**src/rtl/dbgx_scan_pkg.sv**
```systemverilog
package dbgx_scan_pkg;

  typedef enum logic [3:0] {
    TAP_RESET   = 4'd0,
    TAP_IDLE    = 4'd1,
    TAP_SEL_DR  = 4'd2,
    TAP_CAP_DR  = 4'd3,
    TAP_SH_DR   = 4'd4,
    TAP_EX1_DR  = 4'd5,
    TAP_PAU_DR  = 4'd6,
    TAP_EX2_DR  = 4'd7,
    TAP_UPD_DR  = 4'd8,
    TAP_SEL_IR  = 4'd9,
    TAP_CAP_IR  = 4'd10,
    TAP_SH_IR   = 4'd11,
    TAP_EX1_IR  = 4'd12,
    TAP_PAU_IR  = 4'd13,
    TAP_EX2_IR  = 4'd14,
    TAP_UPD_IR  = 4'd15
  } tap_state_e;

  localparam logic [1:0] OP_NONE = 2'b00;
  localparam logic [1:0] OP_RD   = 2'b01;
  localparam logic [1:0] OP_WR   = 2'b10;

  localparam logic [1:0] ST_OK   = 2'b00;
  localparam logic [1:0] ST_BUSY = 2'b11;

endpackage

```
**src/rtl/dbgx_tap_fsm.sv**
```systemverilog
module dbgx_tap_fsm
  import dbgx_scan_pkg::*;
(
  input  logic       tck,
  input  logic       trst_n,
  input  logic       tms,
  output tap_state_e state
);

  tap_state_e nxt;
  logic [2:0] ones_cnt;

  always_comb begin
    nxt = state;
    unique case (state)
      TAP_RESET:  nxt = tms ? TAP_RESET  : TAP_IDLE;
      TAP_IDLE:   nxt = tms ? TAP_SEL_DR : TAP_IDLE;
      TAP_SEL_DR: nxt = tms ? TAP_SEL_IR : TAP_CAP_DR;
      TAP_CAP_DR: nxt = tms ? TAP_EX1_DR : TAP_SH_DR;
      TAP_SH_DR:  nxt = tms ? TAP_EX1_DR : TAP_SH_DR;
      TAP_EX1_DR: nxt = tms ? TAP_UPD_DR : TAP_PAU_DR;
      TAP_PAU_DR: nxt = tms ? TAP_EX2_DR : TAP_PAU_DR;
      TAP_EX2_DR: nxt = tms ? TAP_UPD_DR : TAP_SH_DR;
      TAP_UPD_DR: nxt = tms ? TAP_SEL_DR : TAP_IDLE;
      TAP_SEL_IR: nxt = tms ? TAP_RESET  : TAP_CAP_IR;
      TAP_CAP_IR: nxt = tms ? TAP_EX1_IR : TAP_SH_IR;
      TAP_SH_IR:  nxt = tms ? TAP_EX1_IR : TAP_SH_IR;
      TAP_EX1_IR: nxt = tms ? TAP_UPD_IR : TAP_PAU_IR;
      TAP_PAU_IR: nxt = tms ? TAP_EX2_IR : TAP_PAU_IR;
      TAP_EX2_IR: nxt = tms ? TAP_UPD_IR : TAP_SH_IR;
      TAP_UPD_IR: nxt = tms ? TAP_SEL_DR : TAP_IDLE;
      default:    nxt = TAP_RESET;
    endcase
  end

  always_ff @(posedge tck or negedge trst_n) begin
    if (!trst_n) state <= TAP_RESET;
    else         state <= nxt;
  end

  // run length of consecutive high mode-select samples, saturating at 5
  always_ff @(posedge tck or negedge trst_n) begin
    if (!trst_n)           ones_cnt <= 3'd0;
    else if (!tms)         ones_cnt <= 3'd0;
    else if (ones_cnt < 3'd5) ones_cnt <= ones_cnt + 3'd1;
  end

  // five high samples always land in the reset state
  a_r1_five_ones_reset: assert property (@(posedge tck) disable iff (!trst_n)
    (ones_cnt == 3'd5) |-> (state == TAP_RESET));

  // from Exit2 a low select returns to shifting
  a_r11_exit2_resume: assert property (@(posedge tck) disable iff (!trst_n)
    (state == TAP_EX2_DR && !tms) |=> (state == TAP_SH_DR));

endmodule

```
**src/rtl/dbgx_ir_unit.sv**
```systemverilog
module dbgx_ir_unit #(
  parameter int unsigned IR_W = 5,
  parameter logic [IR_W-1:0] RESET_CODE = 5'h01
) (
  input  logic            tck,
  input  logic            trst_n,
  input  logic            in_reset,
  input  logic            cap_en,
  input  logic            shift_en,
  input  logic            upd_en,
  input  logic            tdi,
  output logic            sr_lsb,
  output logic [IR_W-1:0] code
);

  localparam logic [IR_W-1:0] CAP_VAL = {{(IR_W-1){1'b0}}, 1'b1};

  logic [IR_W-1:0] sr;

  always_ff @(posedge tck or negedge trst_n) begin
    if (!trst_n) begin
      sr   <= CAP_VAL;
      code <= RESET_CODE;
    end else begin
      if (cap_en)        sr <= CAP_VAL;
      else if (shift_en) sr <= {tdi, sr[IR_W-1:1]};
      if (in_reset)      code <= RESET_CODE;
      else if (upd_en)   code <= sr;
    end
  end

  assign sr_lsb = sr[0];

  // capture pattern is present right after Capture-IR
  a_r2_ir_capture: assert property (@(posedge tck) disable iff (!trst_n)
    cap_en |=> (sr == CAP_VAL));

  // the reset state forces the identify code
  a_r1_ir_reset_code: assert property (@(posedge tck) disable iff (!trst_n)
    in_reset |=> (code == RESET_CODE));

  // the active code only moves on an update or reset
  a_r2_code_stable: assert property (@(posedge tck) disable iff (!trst_n)
    (!upd_en && !in_reset) |=> $stable(code));

endmodule

```
**src/rtl/dbgx_dmi_unit.sv**
```systemverilog
module dbgx_dmi_unit
  import dbgx_scan_pkg::*;
#(
  parameter int unsigned ADDR_W = 6,
  parameter int unsigned DATA_W = 32
) (
  input  logic              tck,
  input  logic              trst_n,
  input  logic              in_reset,
  input  logic              cap_en,
  input  logic              shift_en,
  input  logic              upd_en,
  input  logic              tdi,
  input  logic              sticky_clr,
  output logic              sr_lsb,
  output logic              req_valid,
  input  logic              req_ready,
  output logic [ADDR_W-1:0] req_addr,
  output logic [DATA_W-1:0] req_data,
  output logic [1:0]        req_op,
  input  logic              rsp_valid,
  output logic              rsp_ready,
  input  logic [DATA_W-1:0] rsp_data,
  output logic [1:0]        status
);

  localparam int unsigned SCAN_W = ADDR_W + DATA_W + 2;
  localparam int unsigned D_LO   = 2;
  localparam int unsigned D_HI   = DATA_W + 1;
  localparam int unsigned A_LO   = DATA_W + 2;

  logic [SCAN_W-1:0] sr;
  logic              wait_q;
  logic              sticky;
  logic [ADDR_W-1:0] last_addr;
  logic [DATA_W-1:0] last_data;
  logic [1:0]        op_in;
  logic              is_req;
  logic              busy;

  assign op_in  = sr[1:0];
  assign is_req = (op_in == OP_RD) || (op_in == OP_WR);
  assign busy   = req_valid || wait_q;
  assign status = (busy || sticky) ? ST_BUSY : ST_OK;

  always_ff @(posedge tck or negedge trst_n) begin
    if (!trst_n) begin
      req_valid <= 1'b0;
      wait_q    <= 1'b0;
      sticky    <= 1'b0;
      req_addr  <= '0;
      req_data  <= '0;
      req_op    <= OP_NONE;
      last_addr <= '0;
      last_data <= '0;
    end else if (in_reset) begin
      req_valid <= 1'b0;
      wait_q    <= 1'b0;
      sticky    <= 1'b0;
    end else begin
      if (req_valid && req_ready) begin
        req_valid <= 1'b0;
        wait_q    <= 1'b1;
      end
      if (wait_q && rsp_valid) begin
        wait_q    <= 1'b0;
        last_data <= rsp_data;
      end
      if (sticky_clr) sticky <= 1'b0;
      if (upd_en && is_req) begin
        if (busy) begin
          sticky <= 1'b1;
        end else begin
          req_valid <= 1'b1;
          req_addr  <= sr[SCAN_W-1:A_LO];
          req_data  <= sr[D_HI:D_LO];
          req_op    <= op_in;
          last_addr <= sr[SCAN_W-1:A_LO];
        end
      end
    end
  end

  always_ff @(posedge tck or negedge trst_n) begin
    if (!trst_n)       sr <= '0;
    else if (cap_en)   sr <= {last_addr, last_data, status};
    else if (shift_en) sr <= {tdi, sr[SCAN_W-1:1]};
  end

  assign sr_lsb    = sr[0];
  assign rsp_ready = wait_q;

  // an unaccepted request holds and keeps its fields
  a_r6_req_hold: assert property (@(posedge tck) disable iff (!trst_n)
    (req_valid && !req_ready && !in_reset) |=>
      (req_valid && $stable(req_addr) && $stable(req_data) && $stable(req_op)));

  // only read or write operations ever reach the bus
  a_r5_op_legal: assert property (@(posedge tck) disable iff (!trst_n)
    req_valid |-> (req_op == OP_RD || req_op == OP_WR));

  // an inert operation raises no request
  a_r7_inert_op: assert property (@(posedge tck) disable iff (!trst_n)
    (upd_en && !is_req && !req_valid) |=> !req_valid);

  // request and response phases never overlap
  a_r8_one_phase: assert property (@(posedge tck) disable iff (!trst_n)
    req_valid |-> !rsp_ready);

  // an update while busy is dropped and flagged
  a_r9_drop_sticky: assert property (@(posedge tck) disable iff (!trst_n)
    (upd_en && is_req && busy && !in_reset) |=> (sticky && $stable(req_addr)));

  // the reset state abandons the outstanding transfer
  a_r12_reset_clear: assert property (@(posedge tck) disable iff (!trst_n)
    in_reset |=> (!req_valid && !rsp_ready && status == ST_OK));

endmodule

```
**src/rtl/dbgx_scan_bridge.sv**
```systemverilog
module dbgx_scan_bridge
  import dbgx_scan_pkg::*;
#(
  parameter int unsigned ADDR_W     = 6,
  parameter int unsigned DATA_W     = 32,
  parameter int unsigned IR_W       = 5,
  parameter logic [IR_W-1:0] IR_IDENT  = 5'h01,
  parameter logic [IR_W-1:0] IR_CTRL   = 5'h10,
  parameter logic [IR_W-1:0] IR_ACCESS = 5'h11,
  parameter logic [31:0] IDCODE_VAL = 32'h0C0D_E5A3,
  parameter int unsigned CLR_BIT    = 16
) (
  input  logic              tck,
  input  logic              trst_n,
  input  logic              tms,
  input  logic              tdi,
  output logic              tdo,
  output logic              req_valid,
  input  logic              req_ready,
  output logic [ADDR_W-1:0] req_addr,
  output logic [DATA_W-1:0] req_data,
  output logic [1:0]        req_op,
  input  logic              rsp_valid,
  output logic              rsp_ready,
  input  logic [DATA_W-1:0] rsp_data
);

  localparam int unsigned AUX_W = 32;

  tap_state_e      st;
  logic [IR_W-1:0] ir_code;
  logic            ir_lsb;
  logic            dmi_lsb;
  logic [1:0]      dmi_status;
  logic            in_reset;
  logic            cap_dr, sh_dr, upd_dr;
  logic            sel_acc, sel_id, sel_ctl, sel_aux;
  logic [AUX_W-1:0] aux_sr;
  logic            byp_q;
  logic            sticky_clr;

  dbgx_tap_fsm u_tap (
    .tck    (tck),
    .trst_n (trst_n),
    .tms    (tms),
    .state  (st)
  );

  assign in_reset = (st == TAP_RESET);
  assign cap_dr   = (st == TAP_CAP_DR);
  assign sh_dr    = (st == TAP_SH_DR);
  assign upd_dr   = (st == TAP_UPD_DR);

  dbgx_ir_unit #(
    .IR_W       (IR_W),
    .RESET_CODE (IR_IDENT)
  ) u_ir (
    .tck      (tck),
    .trst_n   (trst_n),
    .in_reset (in_reset),
    .cap_en   (st == TAP_CAP_IR),
    .shift_en (st == TAP_SH_IR),
    .upd_en   (st == TAP_UPD_IR),
    .tdi      (tdi),
    .sr_lsb   (ir_lsb),
    .code     (ir_code)
  );

  assign sel_acc = (ir_code == IR_ACCESS);
  assign sel_id  = (ir_code == IR_IDENT);
  assign sel_ctl = (ir_code == IR_CTRL);
  assign sel_aux = sel_id || sel_ctl;

  assign sticky_clr = upd_dr && sel_ctl && aux_sr[CLR_BIT];

  dbgx_dmi_unit #(
    .ADDR_W (ADDR_W),
    .DATA_W (DATA_W)
  ) u_dmi (
    .tck        (tck),
    .trst_n     (trst_n),
    .in_reset   (in_reset),
    .cap_en     (cap_dr && sel_acc),
    .shift_en   (sh_dr && sel_acc),
    .upd_en     (upd_dr && sel_acc),
    .tdi        (tdi),
    .sticky_clr (sticky_clr),
    .sr_lsb     (dmi_lsb),
    .req_valid  (req_valid),
    .req_ready  (req_ready),
    .req_addr   (req_addr),
    .req_data   (req_data),
    .req_op     (req_op),
    .rsp_valid  (rsp_valid),
    .rsp_ready  (rsp_ready),
    .rsp_data   (rsp_data),
    .status     (dmi_status)
  );

  // shared 32-bit path for identification and control
  always_ff @(posedge tck or negedge trst_n) begin
    if (!trst_n) begin
      aux_sr <= '0;
    end else if (cap_dr && sel_aux) begin
      aux_sr <= sel_id ? IDCODE_VAL : {{(AUX_W-2){1'b0}}, dmi_status};
    end else if (sh_dr && sel_aux) begin
      aux_sr <= {tdi, aux_sr[AUX_W-1:1]};
    end
  end

  // bypass stage for every other code
  always_ff @(posedge tck or negedge trst_n) begin
    if (!trst_n)      byp_q <= 1'b0;
    else if (cap_dr)  byp_q <= 1'b0;
    else if (sh_dr)   byp_q <= tdi;
  end

  always_comb begin
    tdo = 1'b0;
    if (st == TAP_SH_IR)  tdo = ir_lsb;
    else if (sh_dr) begin
      if (sel_acc)        tdo = dmi_lsb;
      else if (sel_aux)   tdo = aux_sr[0];
      else                tdo = byp_q;
    end
  end

  // identification capture loads the fixed word
  a_r3_ident_capture: assert property (@(posedge tck) disable iff (!trst_n)
    (cap_dr && sel_id) |=> (aux_sr == IDCODE_VAL));

  // a control update with the clear bit leaves no sticky error once idle
  a_r10_sticky_clear: assert property (@(posedge tck) disable iff (!trst_n)
    (sticky_clr && !req_valid && !rsp_ready) |=> (dmi_status == ST_OK));

  // bypass captures zero
  a_r4_bypass_zero: assert property (@(posedge tck) disable iff (!trst_n)
    cap_dr |=> !byp_q);

endmodule

```
**config.mk**
```make
export PLATFORM = sky130hd
export DESIGN_NAME = dbgx_scan_bridge
export DESIGN_NICKNAME = d
export VERILOG_FILES = /design/src/rtl/dbgx_scan_pkg.sv /design/src/rtl/dbgx_tap_fsm.sv /design/src/rtl/dbgx_ir_unit.sv /design/src/rtl/dbgx_dmi_unit.sv /design/src/rtl/dbgx_scan_bridge.sv
export SDC_FILE = /design/constraint.sdc
export NUM_CORES = 1
export LEC_CHECK = 0
export ABC_AREA = 0
export BUFFER_PORTS_ARGS = -buffer_cell sky130_fd_sc_hd__buf_2
export CORE_MARGIN = 1
export CORE_UTILIZATION = 50
export DETAILED_ROUTE_END_ITERATION = 6
export PLACE_DENSITY = 0.7
export REMOVE_ABC_BUFFERS = 1
export SYNTH_ARGS = -nofsm -noshare
export SYNTH_HDL_FRONTEND = slang
export SYNTH_SLANG_ARGS = --single-unit
```
**constraint.sdc**
```tcl
create_clock -name tck -period 2.8 [get_ports tck]
set_clock_uncertainty 0.15 [all_clocks]
set_input_delay 0.28 -clock tck [delete_from_list [all_inputs] [get_ports tck]]
set_output_delay 0.28 -clock tck [all_outputs]
set_load 0.03 [all_outputs]
```
==> results.cfg <==
[detailed_routing]
avgRoutedWirePerCell_um = 17.50
vias = 4915
antenna_left = 0
drt_first_iter_violations = 316
drtPass1Iterations = 5
drt-total-wl_mm = 15.12
drc = 0
drt-vias-per-instance = 5.689

[yosys]
netlist_area_sq_um = 6925
synth_area_leaders = dfrtp_1, mux2_4, mux2_2
synth_ff_type = dfrtp_1
synth_cell_types = 45
ys_ff_latch = 162
synth_top_area_share_pct = 57.81
yosysTopAreaCell = dfrtp_1
ys_async_sr_fraction_pct = 100.0
synthTopCellsByCount = dfrtp_1, nand2_1, o22ai_1
yosysSeqAreaShare_pct = 58.57
synth_most_common_cell = dfrtp_1
yosys_warnings = 0
synth_edf_count = 0
avgSynthCellArea_sq_um = 12.19
synth_cells = 568

[placed_design]
hpwlAfterDp_mm = 9.036
place_inst = 796
dp_slack_ps = 493.7
io_buffers = 80
post_dp_cell_area_sq_um = 7492
gp_congestion = 0.7598

[global_routing]
grt_antenna_before_repair = 0
grt_pass1_vias = 5053
grt_pass1_wl_mm = 25.24
grt_overflow = 0
track_usage_pct = 22.77
grt_max_degree = 70

[setup_path]
path_cells = buf_4 > nor4b_4 > o211ai_1 > o21ai_0 > buf_2
arrival_ps = 2250
worst-path-buf-inv = 2
crit_required_ps = 2370
endpoint_kind = output port
critPathKind = reg -> out
slowest_delay_ps = 480
cp_top_family = flip-flops
crit_slowest_cell = dfrtp_1
critPathLaunchType = register
cp_max_fo = 14

[die]
die_w_um = 119.7
core_area_sq_um = 13400
start_util_pct = 51.68
die_height_um = 119.7
ios = 81
rows = 42
die_area_sq_um = 14330

[sta]
rsz0062_at_grt = no
worst_slack_ps = 118.6
fin_hold_ws_ps = 48.76
tns_ps = 0
tightest_slew_ps = 1038
final.period_utilization_pct = 95.76
slew_violations = 0
setup_viol = 0
clock.fmax_ghz = 0.3729
min_period_ps = 2681
hold_viol = 0
timing.slew.headroom_pct = 30.62

[final_layout]
final_util_pct = 63.25
design_area_sq_um = 8476
final-seq-area_sq_um = 4056
diodes = 0
fin_nets = 713
area_growth_pct = 22.38
fillCellCount = 1038
drive_gt1_share_pct = 31.25
stdcell_count = 864
multi_input_area_sq_um = 2638

[cts]
cts_setup_buffers = 0
cts_num_sinks = 162
clk_path_buf_depth = 2
cts_made_buffers = 17
clockRootBuffer = clkbuf_16
hold_buffers = 36
htree_levels = 4
cts_tree = yes
worstSkewPairLatency_ps = 430
clk_pin_slew_ps = 60
cts_resized = 0

[power_and_ir_drop]
cellPowerDensity_nw_per_um2 = 979.3
peakVddDrop_mv = 0.6216
p_leak_nw = 4.244
finalPower_mw = 8.300

[run_status]
outcome = complete, no violations

[run]
maxCapViolations = 0

[worst_hold_path]
hold_class = in -> reg
==> state kept, by name, summed over array words and instances, names as in the netlist <==
name,count
u_dmi.sr,40
u_dmi.last_data,32
u_ir.sr,5
u_dmi.req_valid,1
u_dmi.req_addr,6
u_tap.state,4
u_dmi.req_op,2
byp_q,1
u_dmi.req_data,32
aux_sr,32
u_dmi.rsp_ready,1
u_dmi.sticky,1
u_ir.code,5
==> cell usage in the layout, fill, tap and decap left out, drive strengths merged, types with 2 or more instances in the layout <==
| cell type | count |
|---|---|
| a21oi | 20 |
| nand3 | 23 |
| o211ai | 2 |
| dfrtp | 160 |
| a221o | 2 |
| clkinvlp | 4 |
| buf | 97 |
| a31oi | 4 |
| o21ai | 16 |
| nor2 | 30 |
| dfstp | 2 |
| dlygate4sd3 | 36 |
| nor3 | 4 |
| and3 | 2 |
| o22ai | 44 |
| a2bb2oi | 40 |
| inv | 10 |
| nand2b | 4 |
| a21boi | 2 |
| bufinv | 3 |
| nand2 | 69 |
| nor2b | 3 |
| nand4 | 3 |
| mux2 | 73 |
| clkbuf | 20 |
==> power by group <==
part           internal, mW  switching [mW]  total, mW  leakage, nW
combinational          1.02            1.33       2.35         1.83
sequential             3.00           0.505       3.50         2.13
clock                  1.47           0.985       2.45        0.292
==> metal layers <==
| metal | share of wire, % | wire, um | global-route usage (%) | vias to the layer above |
|---|---|---|---|---|
| li1 | - | - | - | 2263 |
| met1 | 44 | 6695 | 29.64 | 2507 |
| met2 | 49 | 7480 | 35.98 | 120 |
| met3 | 4.5 | 679 | 5.798 | 25 |
| met4 | 1.8 | 267 | 10.16 | 0 |
| met5 | 0 | 0 | 0 | - |
==> logic make-up (layout without fill, tap and decap cells) <==
kind of cell / count (synthesis) / in the layout / synth area share, %
muxes: 74 / 74 / 14.13
DFF: 162 / 162 / 58.57
and+or+nand+nor: 143 / 143 / 9.503
buffers and inverters: 50 / 170 / 3.722
AOI/OAI and AO/OA: 137 / 137 / 13.82
xor gates and xnor gates: 2 / 2 / 0.2530
==> worst paths after layout <==
| path | startpoint | end | slack [ps] | cells after the start |
|---|---|---|---|---|
| min in group asynchronous | trst_n | aux_sr[6] | 280 | 2 |
| min reg2reg | aux_sr[12] | aux_sr[12] | 320 | 2 |
| max reg2reg | u_tap.state[0] | aux_sr[7] | 500 | 5 |
| min | tms | u_tap.state[2] | 50 | 2 |
| max in group asynchronous | trst_n | u_dmi.last_data[30] | 1510 | 3 |
| max | u_tap.state[0] | tdo | 120 | 5 |
==> layout make-up <==
| cell class | count | area share [%] |
|---|---|---|
| clock buffer | 20 | 5.388 |
| clock inverter | 12 | 1.963 |
| inverter | 5 | 0.2214 |
| multi-input combinational | 356 | 31.12 |
| sequential | 162 | 47.86 |
| tap | 176 | 2.598 |
| timing repair buffer | 133 | 10.85 |
Power figures use the tool's default switching activity.
